[src/rtl/wbuf_retire_pkg.sv]
package wbuf_retire_pkg;

   typedef enum logic [1:0] {
      OP_IDLE  = 2'b00,
      OP_WRITE = 2'b01,
      OP_READ  = 2'b10,
      OP_SPARE = 2'b11
   } col_op_e;

   function automatic int bank_bits(input int n);
      return (n > 1) ? $clog2(n) : 1;
   endfunction

endpackage

[src/rtl/wbuf_row_table.sv]
module wbuf_row_table #(
   parameter int NUM_BANKS = 4,
   parameter int BANK_W    = 2,
   parameter int ROW_W     = 9
) (
   input  logic              clk,
   input  logic              rst_n,
   input  logic              act_valid,
   input  logic [BANK_W-1:0] act_bank,
   input  logic [ROW_W-1:0]  act_row,
   input  logic              pre_valid,
   input  logic [BANK_W-1:0] pre_bank,
   input  logic [BANK_W-1:0] rd_bank,
   output logic [ROW_W-1:0]  rd_row,
   output logic              rd_open
);

   logic [ROW_W-1:0]     row_q  [NUM_BANKS];
   logic [NUM_BANKS-1:0] open_q;

   for (genvar b = 0; b < NUM_BANKS; b++) begin : g_bank
      logic hit_act;
      logic hit_pre;
      assign hit_act = act_valid && (act_bank == BANK_W'(b));
      assign hit_pre = pre_valid && (pre_bank == BANK_W'(b));

      always_ff @(posedge clk) begin
         if (!rst_n) begin
            row_q[b]  <= '0;
            open_q[b] <= 1'b0;
         end else if (hit_act) begin
            row_q[b]  <= act_row;
            open_q[b] <= 1'b1;
         end else if (hit_pre) begin
            open_q[b] <= 1'b0;
         end
      end
   end

   always_comb begin
      rd_row  = '0;
      rd_open = 1'b0;
      for (int b = 0; b < NUM_BANKS; b++) begin
         if (rd_bank == BANK_W'(b)) begin
            rd_row  = row_q[b];
            rd_open = open_q[b];
         end
      end
   end

endmodule

[src/rtl/wbuf_retire_ctl.sv]
module wbuf_retire_ctl #(
   parameter int RETIRE_DELAY = 3
) (
   input  logic clk,
   input  logic rst_n,
   input  logic is_wr,
   input  logic is_rd,
   input  logic buf_vld,
   output logic retire_fire,
   output logic overwrite
);

   localparam int CNT_W = $clog2(RETIRE_DELAY + 1);
   localparam logic [CNT_W-1:0] LAST = CNT_W'(RETIRE_DELAY - 1);

   logic [CNT_W-1:0] idle_cnt_q;
   logic             hold_q;
   logic             idle;
   logic             auto_fire;
   logic             push_fire;

   assign idle      = !is_wr && !is_rd;
   assign auto_fire = buf_vld && idle && (idle_cnt_q == LAST);
   assign push_fire = buf_vld && is_wr && !hold_q;
   assign overwrite = buf_vld && is_wr && hold_q;
   assign retire_fire = auto_fire || push_fire;

   always_ff @(posedge clk) begin
      if (!rst_n) begin
         idle_cnt_q <= '0;
         hold_q     <= 1'b0;
      end else begin
         hold_q <= is_rd;
         if (!idle || retire_fire || !buf_vld)
            idle_cnt_q <= '0;
         else
            idle_cnt_q <= idle_cnt_q + 1'b1;
      end
   end

endmodule

[src/rtl/wbuf_entry.sv]
module wbuf_entry #(
   parameter int NUM_BANKS = 4,
   parameter int BANK_W    = 2,
   parameter int COL_W     = 6,
   parameter int DATA_W    = 16,
   parameter int MASK_W    = 2
) (
   input  logic                 clk,
   input  logic                 rst_n,
   input  logic                 load,
   input  logic                 drop,
   input  logic [BANK_W-1:0]    in_bank,
   input  logic [COL_W-1:0]     in_col,
   input  logic [DATA_W-1:0]    in_data,
   input  logic [MASK_W-1:0]    in_mask,
   output logic                 vld,
   output logic [BANK_W-1:0]    bank,
   output logic [COL_W-1:0]     col,
   output logic [DATA_W-1:0]    data,
   output logic [MASK_W-1:0]    mask,
   output logic [NUM_BANKS-1:0] pend_bank
);

   always_ff @(posedge clk) begin
      if (!rst_n) begin
         vld  <= 1'b0;
         bank <= '0;
         col  <= '0;
         data <= '0;
         mask <= '0;
      end else if (load) begin
         vld  <= 1'b1;
         bank <= in_bank;
         col  <= in_col;
         data <= in_data;
         mask <= in_mask;
      end else if (drop) begin
         vld  <= 1'b0;
      end
   end

   for (genvar b = 0; b < NUM_BANKS; b++) begin : g_pend
      assign pend_bank[b] = vld && (bank == BANK_W'(b));
   end

endmodule

[src/rtl/wbuf_retire.sv]
module wbuf_retire
   import wbuf_retire_pkg::*;
#(
   parameter  int NUM_BANKS    = 4,
   parameter  int COL_W        = 6,
   parameter  int ROW_W        = 9,
   parameter  int DATA_W       = 16,
   parameter  int RETIRE_DELAY = 3,
   localparam int BANK_W       = bank_bits(NUM_BANKS),
   localparam int MASK_W       = DATA_W / 8
) (
   input  logic                 clk,
   input  logic                 rst_n,
   input  logic                 cmd_valid,
   input  logic [1:0]           cmd_op,
   input  logic [BANK_W-1:0]    cmd_bank,
   input  logic [COL_W-1:0]     cmd_col,
   input  logic [DATA_W-1:0]    wr_data,
   input  logic [MASK_W-1:0]    wr_mask,
   input  logic                 act_valid,
   input  logic [BANK_W-1:0]    act_bank,
   input  logic [ROW_W-1:0]     act_row,
   input  logic                 pre_valid,
   input  logic [BANK_W-1:0]    pre_bank,
   output logic                 retire_valid,
   output logic [BANK_W-1:0]    retire_bank,
   output logic [COL_W-1:0]     retire_col,
   output logic [ROW_W-1:0]     retire_row,
   output logic                 retire_row_open,
   output logic [DATA_W-1:0]    retire_data,
   output logic [MASK_W-1:0]    retire_mask,
   output logic                 overwrite_err,
   output logic [NUM_BANKS-1:0] pend_bank
);

   if (NUM_BANKS < 1) begin : g_bad_banks
      $error("wbuf_retire: NUM_BANKS must be at least 1");
   end
   if (RETIRE_DELAY < 1) begin : g_bad_delay
      $error("wbuf_retire: RETIRE_DELAY must be at least 1");
   end
   if ((DATA_W < 8) || (DATA_W % 8 != 0)) begin : g_bad_data
      $error("wbuf_retire: DATA_W must be a positive multiple of 8");
   end
   if ((COL_W < 1) || (ROW_W < 1)) begin : g_bad_addr
      $error("wbuf_retire: COL_W and ROW_W must be positive");
   end

   col_op_e op;
   logic    is_wr;
   logic    is_rd;

   assign op    = col_op_e'(cmd_op);
   assign is_wr = cmd_valid && (op == OP_WRITE);
   assign is_rd = cmd_valid && (op == OP_READ);

   logic                buf_vld;
   logic [BANK_W-1:0]   buf_bank;
   logic [COL_W-1:0]    buf_col;
   logic [DATA_W-1:0]   buf_data;
   logic [MASK_W-1:0]   buf_mask;
   logic                fire;
   logic                ovw;
   logic [ROW_W-1:0]    tgt_row;
   logic                tgt_open;

   wbuf_retire_ctl #(
      .RETIRE_DELAY (RETIRE_DELAY)
   ) u_ctl (
      .clk         (clk),
      .rst_n       (rst_n),
      .is_wr       (is_wr),
      .is_rd       (is_rd),
      .buf_vld     (buf_vld),
      .retire_fire (fire),
      .overwrite   (ovw)
   );

   wbuf_entry #(
      .NUM_BANKS (NUM_BANKS),
      .BANK_W    (BANK_W),
      .COL_W     (COL_W),
      .DATA_W    (DATA_W),
      .MASK_W    (MASK_W)
   ) u_entry (
      .clk       (clk),
      .rst_n     (rst_n),
      .load      (is_wr),
      .drop      (fire),
      .in_bank   (cmd_bank),
      .in_col    (cmd_col),
      .in_data   (wr_data),
      .in_mask   (wr_mask),
      .vld       (buf_vld),
      .bank      (buf_bank),
      .col       (buf_col),
      .data      (buf_data),
      .mask      (buf_mask),
      .pend_bank (pend_bank)
   );

   wbuf_row_table #(
      .NUM_BANKS (NUM_BANKS),
      .BANK_W    (BANK_W),
      .ROW_W     (ROW_W)
   ) u_rows (
      .clk       (clk),
      .rst_n     (rst_n),
      .act_valid (act_valid),
      .act_bank  (act_bank),
      .act_row   (act_row),
      .pre_valid (pre_valid),
      .pre_bank  (pre_bank),
      .rd_bank   (buf_bank),
      .rd_row    (tgt_row),
      .rd_open   (tgt_open)
   );

   always_ff @(posedge clk) begin
      if (!rst_n) begin
         retire_valid    <= 1'b0;
         retire_bank     <= '0;
         retire_col      <= '0;
         retire_row      <= '0;
         retire_row_open <= 1'b0;
         retire_data     <= '0;
         retire_mask     <= '0;
         overwrite_err   <= 1'b0;
      end else begin
         retire_valid  <= fire;
         overwrite_err <= ovw;
         if (fire) begin
            retire_bank     <= buf_bank;
            retire_col      <= buf_col;
            retire_row      <= tgt_row;
            retire_row_open <= tgt_open;
            retire_data     <= buf_data;
            retire_mask     <= buf_mask;
         end
      end
   end

endmodule

[config.mk]
export PLATFORM = sky130hd
export DESIGN_NAME = wbuf_retire
export DESIGN_NICKNAME = d
export VERILOG_FILES = /design/src/rtl/wbuf_retire_pkg.sv /design/src/rtl/wbuf_row_table.sv /design/src/rtl/wbuf_retire_ctl.sv /design/src/rtl/wbuf_entry.sv /design/src/rtl/wbuf_retire.sv
export SDC_FILE = /design/constraint.sdc
export NUM_CORES = 1
export LEC_CHECK = 0
export CORE_MARGIN = 1
export CORE_UTILIZATION = 55
export CTS_BUF_LIST = sky130_fd_sc_hd__clkbuf_16
export CTS_CLUSTER_DIAMETER = 30
export DETAILED_ROUTE_END_ITERATION = 8
export DONT_BUFFER_PORTS = 1
export PLACE_DENSITY = 0.79
export SYNTH_ARGS = -nofsm -noshare
export SYNTH_HDL_FRONTEND = slang
export SYNTH_HIERARCHICAL = 1
export SYNTH_SLANG_ARGS = --single-unit
[constraint.sdc]
create_clock -name clk -period 4.2 [get_ports clk]
set_input_delay 1.26 -clock clk [delete_from_list [all_inputs] [get_ports clk]]
set_output_delay 1.26 -clock clk [all_outputs]
set_load 0.02 [all_outputs]
; Word level (Yosys, flattened, before mapping)
; Memories as Yosys holds them, arrays and structs flattened.
; Index checks and enable logic that the tools add are counted.
[word_totals]
ff_bits = 72
mem_count = 1
rom_bits = 0
mem_bits_rw = 36
latch_bits = 0
output_inout_bits = 42
word_cells = 110
input_bits = 46
[op_classes]
shifts = 0
n_mul = 0
reduce_logical = 37
div = 0
n_mux = 35
n_eq_ne = 12
magnitude_cmp = 0
add_sub_neg = 1
bitwise_logic = 5
[memory_table]
columns = memory, words, width, read_ports, rd_clocked_by_memory_dff, wr, line
row1 = u_rows.row_q, 4, 9, 4, 0, 4, wbuf_row_table.sv:18  ; logic [ROW_W-1:0] row_q [NUM_BANKS];
[ops]
columns = operator, n
row1 = $mux W9, 8
row2 = $mux W1, 27
row3 = $logic_and A1 B1 Y1, 20
row4 = $eq A2 B2 Y1 const B, 8
row5 = $reduce_bool A2 Y1, 5
row6 = $eq A2 B1 Y1 const B, 4
row7 = $logic_not A2 Y1, 3
row8 = $logic_not A1 Y1, 5
row9 = $or A1 B1 Y1, 4
row10 = $logic_or A1 B1 Y1, 3
row11 = $add A2 B1 Y2 const B, 1
row12 = $reduce_or A2 Y1, 1
row13 = $not A1 Y1, 1

; Logic depth before layout (Yosys ltp)
; Gate-level depths: netlist (run 1).
[logic_depth]
word_depth = 10
ltp_mapped = 8
mapped_depth_nobuf = 6

; Hierarchy
; Netlist (run 1), hierarchy kept.
[modules_own_cells]
columns = module, area_per_inst_um2, cells_per_inst, seq_area_each_um2, n_inst
row1 = wbuf_row_table, 1818.0, 112, 1161.1, 1
row2 = wbuf_retire, 1462.7, 123, 760.7, 1
row3 = wbuf_entry, 1066.0, 91, 540.5, 1
row4 = wbuf_retire_ctl, 135.1, 14, 60.1, 1

; Worst setup path before layout (run 1)
; OpenSTA, ideal clock, no wires.
[synth_timing]
path_type = input to register
startpoint = input cmd_op[1]
endpoint = register retire_bank[0]
slack_ns = 1.357
cell_stages = 7
arrival_ns = 2.727
path_cell_list = and3b_1 -> or4bb_2 -> o21ai_0 -> buf_6 -> buf_12 -> mux2i_1 -> nor2b_1
[synth_between]
elab_chain_len = 7
elab_cells_between_ends = 12
[synth_lines]
columns = item, line
row1 = start: declaration, wbuf_retire.sv:15  ; input logic [1:0] cmd_op,
row2 = $eq A2 B1 Y1 or $eq A2 B2 Y1 (tied branches), "wbuf_retire.sv:54, wbuf_retire.sv:55"
row3 = $logic_and A1 B1 Y1 (on tied branches), "wbuf_retire.sv:54, wbuf_retire.sv:55"
row4 = $logic_not A1 Y1, wbuf_retire_ctl.sv:22  ; assign idle = !is_wr && !is_rd;
row5 = $logic_and A1 B1 Y1, wbuf_retire_ctl.sv:22
row6 = $logic_and A1 B1 Y1 (2 in series), wbuf_retire_ctl.sv:23  ; assign auto_fire = buf_vld && idle && (idle_cnt_q == LAST);
row7 = $logic_or A1 B1 Y1 (*), wbuf_retire_ctl.sv:26  ; assign retire_fire = auto_fire || push_fire;
row8 = net fire, wbuf_retire.sv:62  ; logic fire;
row9 = end signal: assignment, wbuf_retire.sv:133  ; retire_bank <= buf_bank;
row10 = end: declaration, wbuf_retire.sv:26  ; output logic [BANK_W-1:0] retire_bank,
; The timed path passes the listed nets; every way through them passes the cells marked *.
; A chain may end at the register's enable or synchronous reset.

; Final worst setup path (run 1)
[layout_timing]
startpoint = input cmd_valid
endpoint = register retire_data[6]
[layout_between]
elab_chain_len = 6
elab_cells_between_ends = 10
[layout_lines]
columns = item, line
row1 = start: declaration, wbuf_retire.sv:14  ; input logic cmd_valid,
row2 = $logic_and A1 B1 Y1 (*), wbuf_retire.sv:54  ; assign is_wr = cmd_valid && (op == OP_WRITE);
row3 = net is_wr, wbuf_retire.sv:50  ; logic is_wr;
row4 = $logic_not A1 Y1, wbuf_retire_ctl.sv:22
row5 = $logic_and A1 B1 Y1, wbuf_retire_ctl.sv:22
row6 = $logic_and A1 B1 Y1 (2 in series), wbuf_retire_ctl.sv:23
row7 = $logic_or A1 B1 Y1 (*), wbuf_retire_ctl.sv:26
row8 = net fire, wbuf_retire.sv:62
row9 = end signal: assignment, wbuf_retire.sv:137  ; retire_data <= buf_data;
row10 = end: declaration, wbuf_retire.sv:30  ; output logic [DATA_W-1:0] retire_data,
; Marks and branches as above.

==> flow_summary.json, run 1 <==
{
  "drt_iter0_markers": 56,
  "r2r_start": "u_ctl/idle_cnt_q[0]",
  "path_class": "input pin to flop",
  "design.die.area_um2": 8510,
  "ff_latch_area_um2": 2520,
  "worst_setup_path_start_kind": "input pin",
  "clock-sinks": 108,
  "critPathArrivalTime_ns": 3.22,
  "min_path_cells": 1,
  "seq_area_frac_synth_pct": 56.3,
  "htree_levels": 3,
  "r2r_cells": 7,
  "multi_input_area_um2": 1770,
  "drt-total-wl_um": 7300,
  "cellLeakagePower_nw": 1.58,
  "syn_nets": 387,
  "syn_area_um2": 4480,
  "hp-class": "flop to flop",
  "cts_buffers": 9,
  "cp.depth": 7,
  "fin_skew_ns": 0.00512,
  "reg2reg_setup_slack_ns": 2.16,
  "synth_warnings": 6,
  "syn-instance-count": 340,
  "slew_violations": 0,
  "dieWidth_um": 92.3,
  "cts.clk_slew.worst_paths_ns": 0.07,
  "cp.buffers_inverters": 1,
  "place_area_um2": 4450,
  "required_ns": 4.43,
  "finalCritPeriodShare_pct": 71.2,
  "io_pins": 88,
  "critPathTopFamily": "simple AND/OR/NAND/NOR gates",
  "portBuffers": 0,
  "final_hold_viol_count": 0,
  "antenna_found_initial": 0,
  "num_rows": 32,
  "grt_pass1_wl_um": 11600,
  "fill_cells": 601,
  "ir_worst_vdd_mv": 0.240,
  "r2r_end": "retire_data[6]",
  "drc": 0,
  "critPathCapture": "retire_data[6]",
  "ant_nets": 0,
  "core-area_um2": 7810,
  "slowest_stage": "nor2_4",
  "crit_start": "cmd_valid",
  "timing.fmax_mhz": 335,
  "crit_path_end_kind": "flop",
  "maxSlewHeadroom_pct": 28.7,
  "finalSetupViolations": 0,
  "track_usage_pct": 18.1,
  "vias": 2340,
  "postCtsSetupBuffers": 0,
  "grt_setup_unrepaired": "false",
  "syn_to_final_growth_pct": 6.81,
  "clockBufferDepth": 2,
  "worst_slew_pin_slew_ns": 1.07,
  "syn_avg_cell_area_um2": 13.2,
  "avgRoutedWirePerCell_um": 16.6,
  "cp_cell_sequence": "nand2_1, nor2_4, nand2_1, o21ai_4, buf_4, mux2i_1, nor2b_1",
  "grt_pass1_vias": 2339,
  "vias_per_cell": 5.31,
  "power_density_nw_per_um2": 450,
  "clockRootBuffer": "clkbuf_16",
  "cts_hold_buf": 0,
  "tns_ns": 0,
  "crit_top_cell": "nand2_1",
  "drive_gt1_share_pct": 9.73,
  "critical_path.max_stage_delay_ns": 0.81,
  "post_cts_resized": 0,
  "overflow": 0,
  "finalInstanceArea_um2": 4790,
  "dr.pass1.iters": 4,
  "ys_ff_latch": 108,
  "final_nets": 381,
  "grt_max_degree": 80,
  "status": "finished, final reports clean",
  "fin_crit_ns": 2.99,
  "synth_cell_types": 32,
  "clkLatencyLatePin_ns": 0.34,
  "cts_tree": "yes",
  "gp_congestion": 0.696,
  "post-dp-hpwl_um": 4800,
  "start_util_pct": 57.4,
  "antennaDiodeCount": 0,
  "max_cap_violations": 0,
  "die_y_um": 92.3,
  "path_max_fanout": 31
}
==> worst min path at each step <==
| stage | start | endpoint | slack (ns) |
|---|---|---|---|
| 5_1_grt | u_ctl/idle_cnt_q[0] | u_ctl/idle_cnt_q[0] | 0.46 |
| 3_3_place_gp | u_ctl/idle_cnt_q[0] | u_ctl/idle_cnt_q[0] | 0.41 |
| 3_5_place_dp | u_ctl/idle_cnt_q[0] | u_ctl/idle_cnt_q[0] | 0.42 |
| 2_1_floorplan | u_ctl/idle_cnt_q[0] | u_ctl/idle_cnt_q[0] | 0.40 |
| 4_1_cts | u_ctl/idle_cnt_q[0] | u_ctl/idle_cnt_q[0] | 0.43 |
| 6_report | u_ctl/idle_cnt_q[0] | u_ctl/idle_cnt_q[0] | 0.43 |
==> synthesized netlist by cell type <==
cell	instances	area share [%]
nor2_1	2	0.17
clkbuf_2	1	0.11
o21a_1	1	0.17
dfxtp_1	72	32
nor3b_1	1	0.17
and4bb_4	1	0.36
nand2_1	6	0.50
and3_1	1	0.14
nor3_1	2	0.22
and4b_1	2	0.45
or3b_1	1	0.20
inv_1	3	0.25
buf_2	2	0.22
buf_6	6	1.5
a31o_1	4	0.78
clkbuf_1	5	0.42
buf_12	5	2.2
edfxtp_1	36	24
o21ai_0	1	0.11
nand3_1	2	0.22
and4_1	1	0.20
and3_2	1	0.17
nand3b_1	4	0.67
ha_1	1	0.28
nor2b_1	63	8.8
or4b_1	1	0.22
and3b_1	2	0.39
o31ai_1	1	0.17
and2_1	39	5.4
mux4_2	10	5.0
or4bb_2	1	0.28
mux2i_1	62	14
==> layout make-up <==
class | count | area share (%)
multi-input combinational | 210 | 37.0
tap | 102 | 2.67
sequential | 108 | 52.7
inverter | 3 | 0.235
clock buffer | 9 | 4.70
clock inverter | 7 | 2.40
timing repair buffer | 2 | 0.314
==> cell families after synthesis <==
group | share of synthesized area, %
adders and majority gates | 0.279
and+or+nand+nor | 18.6
buffers and inverters | 4.75
DFF | 56.3
muxes | 18.9
AOI/OAI and AO/OA | 1.23
==> routing by layer <==
layer	up-vias	routed length (um)	global-route usage (%)
met5	-	0	0
met4	0	122	8.07
met3	8	489	5.72
met2	58	3570	29.8
met1	1101	3120	21.6
li1	1173	-	-
==> report_power, final <==
group	internal (mW)	switching, mW
Combinational	0.0458	0.0345
Clock	0.580	0.357
Sequential	1.12	0.0179
==> state kept, by name, indices dropped and copies added, names as in the netlist, 2 cells and up <==
name	flops
u_entry/data	16
u_entry/mask	2
u_entry/bank	2
retire_bank	2
retire_data	16
retire_col	6
u_ctl/idle_cnt_q	2
u_rows/row_q	36
u_rows/open_q	4
retire_mask	2
u_entry/col	6
retire_row	9
==> cells in the final DEF, fill, tap and decap left out, types with 2 or more instances in the layout <==
cell type	n
nand3_1	2
a31o_1	4
inv_1	3
mux4_2	10
edfxtp_1	36
nor3_1	2
and4b_1	2
nand2_1	6
and3b_1	2
dfxtp_1	72
buf_4	2
nand3b_1	4
and2_1	39
nor2b_1	63
bufinv_16	3
clkbuf_16	9
mux2i_1	62
==> metrics by stage <==
stage | util (%) | power, mW | setup slack (ns) | hold WS, ns | instances
6_report | 61.3 | 2.15 | 1.21 | 0.429 | 441
5_1_grt | 61.3 | 2.23 | 1.04 | 0.456 | 441
4_1_cts | 61.3 | 2.17 | 1.18 | 0.426 | 441
3_5_place_dp | 57.0 | 1.24 | 0.823 | 0.416 | 425
3_3_place_gp | 57.0 | 1.24 | 0.888 | 0.405 | 425
2_1_floorplan | - | 1.23 | 1.36 | 0.396 | 340
(Power assumes the default switching activity.)
==> run 2: changes to the inputs <==
- PLACE_DENSITY: 0.79 -> 0.82
- clock period: 4.2 -> 2.7 ns (I/O delays scaled with it)
==> run 2 against run 1 <==
  * Clock power is 42% higher
  * Global-route usage is 1.0 points higher
  * Core utilization is 0.54 points higher
  * Combinational power is 69% higher
  * Die area stayed put
  * Hold slack worse by 0.0085 ns
  * Register-to-register slack worse by 1.4 ns
  * Setup slack worse by 0.61 ns
  * Sequential power is 54% higher
  * Clock-buffer cell count stayed put
  * Critical endpoint is now retire_col[3]
==> flow_summary.json, run 2 (synthesized netlist as in run 1, its figures left out) <==
{
  "utilization_pct": 61.9,
  "wl_met3_um": 499,
  "timing.fmax_mhz": 476,
  "maxSlewHeadroom_pct": 67.0,
  "dr.pass1.iters": 4,
  "drive_gt1_share_pct": 11.0,
  "wl_met2_um": 3850,
  "largest_reg_flops": 36,
  "cts_buffers": 9,
  "required_ns": 2.93,
  "cellLeakagePower_nw": 1.61,
  "wl_met1_um": 3270,
  "antennaDiodeCount": 0,
  "max_cap_violations": 0,
  "power_density_nw_per_um2": 669,
  "cts_hold_buf": 0,
  "core-area_um2": 7810,
  "top_regs": "u_rows/row_q x36, retire_data x16, u_entry/data x16",
  "overflow": 0,
  "min_to": "u_ctl/idle_cnt_q[0]",
  "reg2reg_setup_slack_ns": 0.72,
  "top_register": "u_rows/row_q",
  "clkLatencyLatePin_ns": 0.34,
  "highest_layer": "met4",
  "crit_path_end_kind": "flop",
  "portBuffers": 0,
  "finalCritPeriodShare_pct": 77.9,
  "avgRoutedWirePerCell_um": 17.4,
  "track_usage_pct": 19.1,
  "gp_congestion": 0.738,
  "grt_setup_unrepaired": "false",
  "crit_start": "cmd_op[1]",
  "num_rows": 32,
  "whs_ns": 0.420,
  "drt_iter0_markers": 75,
  "clockRootBuffer": "clkbuf_16",
  "start_util_pct": 57.4,
  "cts_tree": "yes",
  "tns_ns": 0,
  "fin_crit_ns": 2.10,
  "die_y_um": 92.3,
  "ir_worst_vdd_mv": 0.383,
  "grt_pass1_wl_um": 12100,
  "syn_to_final_growth_pct": 7.76,
  "final_common_cell": "dfxtp_1",
  "clock-sinks": 108,
  "slew_violations": 0,
  "status": "finished, final reports clean",
  "design.die.area_um2": 8510,
  "antenna_found_initial": 0,
  "grt_pass1_vias": 2445,
  "ant_nets": 0,
  "dieWidth_um": 92.3,
  "vias": 2406,
  "path_class": "input pin to flop",
  "fin_skew_ns": 0.00861,
  "mostFrequentLayoutCells": "72 x dfxtp_1, 63 x nor2b_1, 62 x mux2i_1, 39 x and2_1, 36 x edfxtp_1",
  "hp-class": "flop to flop",
  "io_pins": 88,
  "min-delay-start": "u_ctl/idle_cnt_q[0]",
  "vias_per_cell": 5.38,
  "grt_max_degree": 80,
  "worst_slew_pin_slew_ns": 0.496,
  "final_hold_viol_count": 0,
  "clockBufferDepth": 2,
  "critPathArrivalTime_ns": 2.33,
  "drt-total-wl_um": 7770,
  "r2r_cells": 7,
  "drc": 0,
  "r2r_start": "u_ctl/idle_cnt_q[0]",
  "worst_setup_path_start_kind": "input pin",
  "htree_levels": 3,
  "r2r_end": "retire_col[3]",
  "final_nets": 387,
  "postCtsSetupBuffers": 0,
  "finalSetupViolations": 0,
  "min_path_cells": 1,
  "post_cts_resized": 0,
  "path_max_fanout": 11,
  "cts.clk_slew.worst_paths_ns": 0.07,
  "post-dp-hpwl_um": 5310
}
==> run 2: changes by cell type in the layout (fill, tap and decap cells not counted), sizes merged <==
cell | before | now
inv | 3 | 9
clkinvlp | 1 | 0
clkinv | 3 | 0
bufinv | 3 | 1
buf | 2 | 8
==> run 2: power by group <==
part | switching [mW] | leakage [nW] | total [mW] | internal, mW
combinational | 0.0608 | 0.517 | 0.136 | 0.0755
clock | 0.596 | 0.155 | 1.33 | 0.736
sequential | 0.0238 | 0.937 | 1.76 | 1.74
total | 0.681 | 1.61 | 3.23 | 2.55
==> run 2: worst max-delay path: stages <==
cell	delay [ns]
and3b_1	0.18
or4bb_2	0.65
o21ai_4	0.21
buf_12	0.21
mux2i_1	0.20
nor2b_1	0.06
==> run 2: final cells by class <==
type,instances,area (um^2)
well taps,102,128
repair buffers,8,97.6
flip-flops and latches,108,2520
clock inverters,7,80.1
inverters,3,11.3
clock buffers,9,225
fillers,595,2980
multi-input cells,210,1770
==> run 2: worst max path at each step <==
| stage | to | slack (ns) |
|---|---|---|
| after floorplan | retire_bank[0] | 0.31 |
| after global placement | retire_col[2] | 0.29 |
| after detailed placement | retire_col[3] | 0.24 |
| after CTS | retire_bank[1] | 0.60 |
| after global routing | retire_col[3] | 0.49 |
| final | retire_col[3] | 0.60 |
==> run 2: routing by layer <==
layer,vias to the layer above,global-route usage [%]
met5,-,0
met2,72,31.3
li1,1180,-
met1,1141,22.8
met3,13,5.97
met4,0,8.98
==> run 2: metrics by stage <==
stage	area, um^2	total power, mW	setup slack, ns	instances
CTS	4830	3.27	0.598	447
floorplan	4480	1.92	0.307	340
global placement	4520	1.93	0.289	431
detailed placement	4520	1.94	0.240	431
finish	4830	3.23	0.598	447
global route	4830	3.35	0.486	447
==> run 3: changes to the inputs <==
- PLACE_DENSITY: 0.82 -> 0.79
- clock period: 2.7 -> 2.2 ns (I/O delays scaled with it)
==> run 3 against run 2 <==
  * Total power up 20%
  * Critical path depth up 1
  * Core utilization increased by 0.24 points
  * Die area did not move
  * Non-clock buffer count increased by 3
  * Setup slack worse by 0.32 ns
  * Hold slack better by 0.0011 ns
  * Routed wire length fell by 1.5%
  * Cell count increased by 0.67%
==> flow_summary.json, run 3 (synthesized netlist as in run 1, its figures left out) <==
{
  "worst_slew_pin_slew_ns": 0.481,
  "comb_power_share_pct": 4.5,
  "required_ns": 2.42,
  "fin_crit_ns": 1.92,
  "grt_setup_unrepaired": "false",
  "cts_hold_buf": 0,
  "final_common_cell": "dfxtp_1",
  "min_path_cells": 1,
  "path_class": "flop to flop",
  "fill_cells": 639,
  "top_regs": "u_rows/row_q x36, retire_data x16, u_entry/data x16",
  "stdcell_count": 450,
  "grt_pass1_vias": 2433,
  "clockBufferDepth": 2,
  "finalCritPeriodShare_pct": 87.5,
  "syn_to_final_growth_pct": 8.18,
  "drt_iter0_markers": 74,
  "num_rows": 32,
  "dr.pass1.iters": 4,
  "slowest_stage": "or4bb_2",
  "io_pins": 88,
  "ir_worst_vdd_mv": 0.379,
  "grt_pass1_wl_um": 12200,
  "vias_per_cell": 5.37,
  "post-dp-hpwl_um": 5180,
  "vias": 2416,
  "top_register": "u_rows/row_q",
  "drive_gt1_share_pct": 11.8,
  "mostFrequentLayoutCells": "72 x dfxtp_1, 63 x nor2b_1, 62 x mux2i_1, 39 x and2_1, 36 x edfxtp_1",
  "hp-class": "flop to flop",
  "postCtsSetupBuffers": 0,
  "overflow": 0,
  "ant_nets": 0,
  "multi_input_area_um2": 1770,
  "final_hold_viol_count": 0,
  "cp_cell_sequence": "inv_1, ha_1, or4bb_2, o21ai_4, buf_12, mux2i_1, nor2b_1",
  "core-area_um2": 7810,
  "timing.fmax_mhz": 520,
  "path_max_fanout": 7,
  "seqPwrFrac_pct": 55.6,
  "design.die.area_um2": 8510,
  "gp_congestion": 0.688,
  "cts_tree": "yes",
  "r2r_cells": 7,
  "critPathArrivalTime_ns": 2.15,
  "drt-total-wl_um": 7660,
  "max_cap_violations": 0,
  "total_power_mw": 3.88,
  "swShare_pct": 21.1,
  "status": "finished, final reports clean",
  "grt_max_degree": 80,
  "clockRootBuffer": "clkbuf_16",
  "clkLatencyLatePin_ns": 0.34,
  "critical_path.max_stage_delay_ns": 0.66,
  "ff_latch_area_um2": 2520,
  "cts.clk_slew.worst_paths_ns": 0.07,
  "htree_levels": 3,
  "start_util_pct": 57.4,
  "maxSlewHeadroom_pct": 67.8,
  "p_int_mw": 3.06,
  "drc": 0,
  "portBuffers": 0,
  "clock-sinks": 108,
  "post_cts_resized": 0,
  "dieWidth_um": 92.3,
  "avgRoutedWirePerCell_um": 17.0,
  "critPathTopFamily": "simple AND/OR/NAND/NOR gates",
  "tns_ns": 0,
  "die_y_um": 92.3,
  "cp.depth": 7,
  "p_clk_share_pct": 39.9,
  "antennaDiodeCount": 0,
  "fin_skew_ns": 0.00790,
  "finalSetupViolations": 0,
  "worst_setup_path_start_kind": "flop",
  "dp_cells": 434,
  "largest_reg_flops": 36,
  "crit_path_end_kind": "flop",
  "antenna_found_initial": 0,
  "power_density_nw_per_um2": 801,
  "cellLeakagePower_nw": 1.62,
  "cp.buffers_inverters": 2,
  "final_nets": 390,
  "track_usage_pct": 19.0,
  "cts_buffers": 9,
  "power.switching_mw": 0.820,
  "slew_violations": 0
}
[run 3: path summary, 6_finish.rpt]
kind              slack [ns]                start             endpoint
setup / recovery        0.28  u_ctl/idle_cnt_q[0]        retire_row[8]
hold / removal          0.42  u_ctl/idle_cnt_q[0]  u_ctl/idle_cnt_q[0]
setup reg to reg        0.28  u_ctl/idle_cnt_q[0]        retire_row[8]
hold reg to reg         0.42  u_ctl/idle_cnt_q[0]  u_ctl/idle_cnt_q[0]
[run 3: per-stage QoR]
stage	utilization (%)	instance area [um^2]	worst slack (ns)	hold WS, ns
global route	62.1	4850	0.162	0.438
floorplan	-	4490	0.00217	0.396
global placement	58.4	4560	-0.00562	0.405
finish	62.1	4850	0.276	0.421
CTS	62.1	4850	0.256	0.423
detailed placement	58.4	4560	-0.0616	0.412
[run 3: area by class of cell]
cell class              count  share of cell area (%)
inverters                   3                   0.232
clock buffers               9                    4.65
flip-flops and latches    108                    52.0
multi-input cells         210                    36.4
repair buffers             11                    2.74
well taps                 102                    2.63
clock inverters             7                    1.32
[run 3: power by group through the flow]
stage,Clock [mW],Sequential (mW),Combinational (mW)
floorplan,0,2.20,0.159
global placement,0,2.20,0.171
detailed placement,0,2.21,0.175
CTS,1.58,2.16,0.175
global route,1.66,2.17,0.186
finish,1.55,2.16,0.173
[run 3: per-layer routing]
layer | track usage (%) | vias to the layer above | wire [um]
met2 | 33.4 | 59 | 3790
met4 | 8.59 | 0 | 126
met5 | 0 | - | 0
li1 | - | 1192 | -
met3 | 4.64 | 9 | 430
met1 | 21.9 | 1156 | 3310
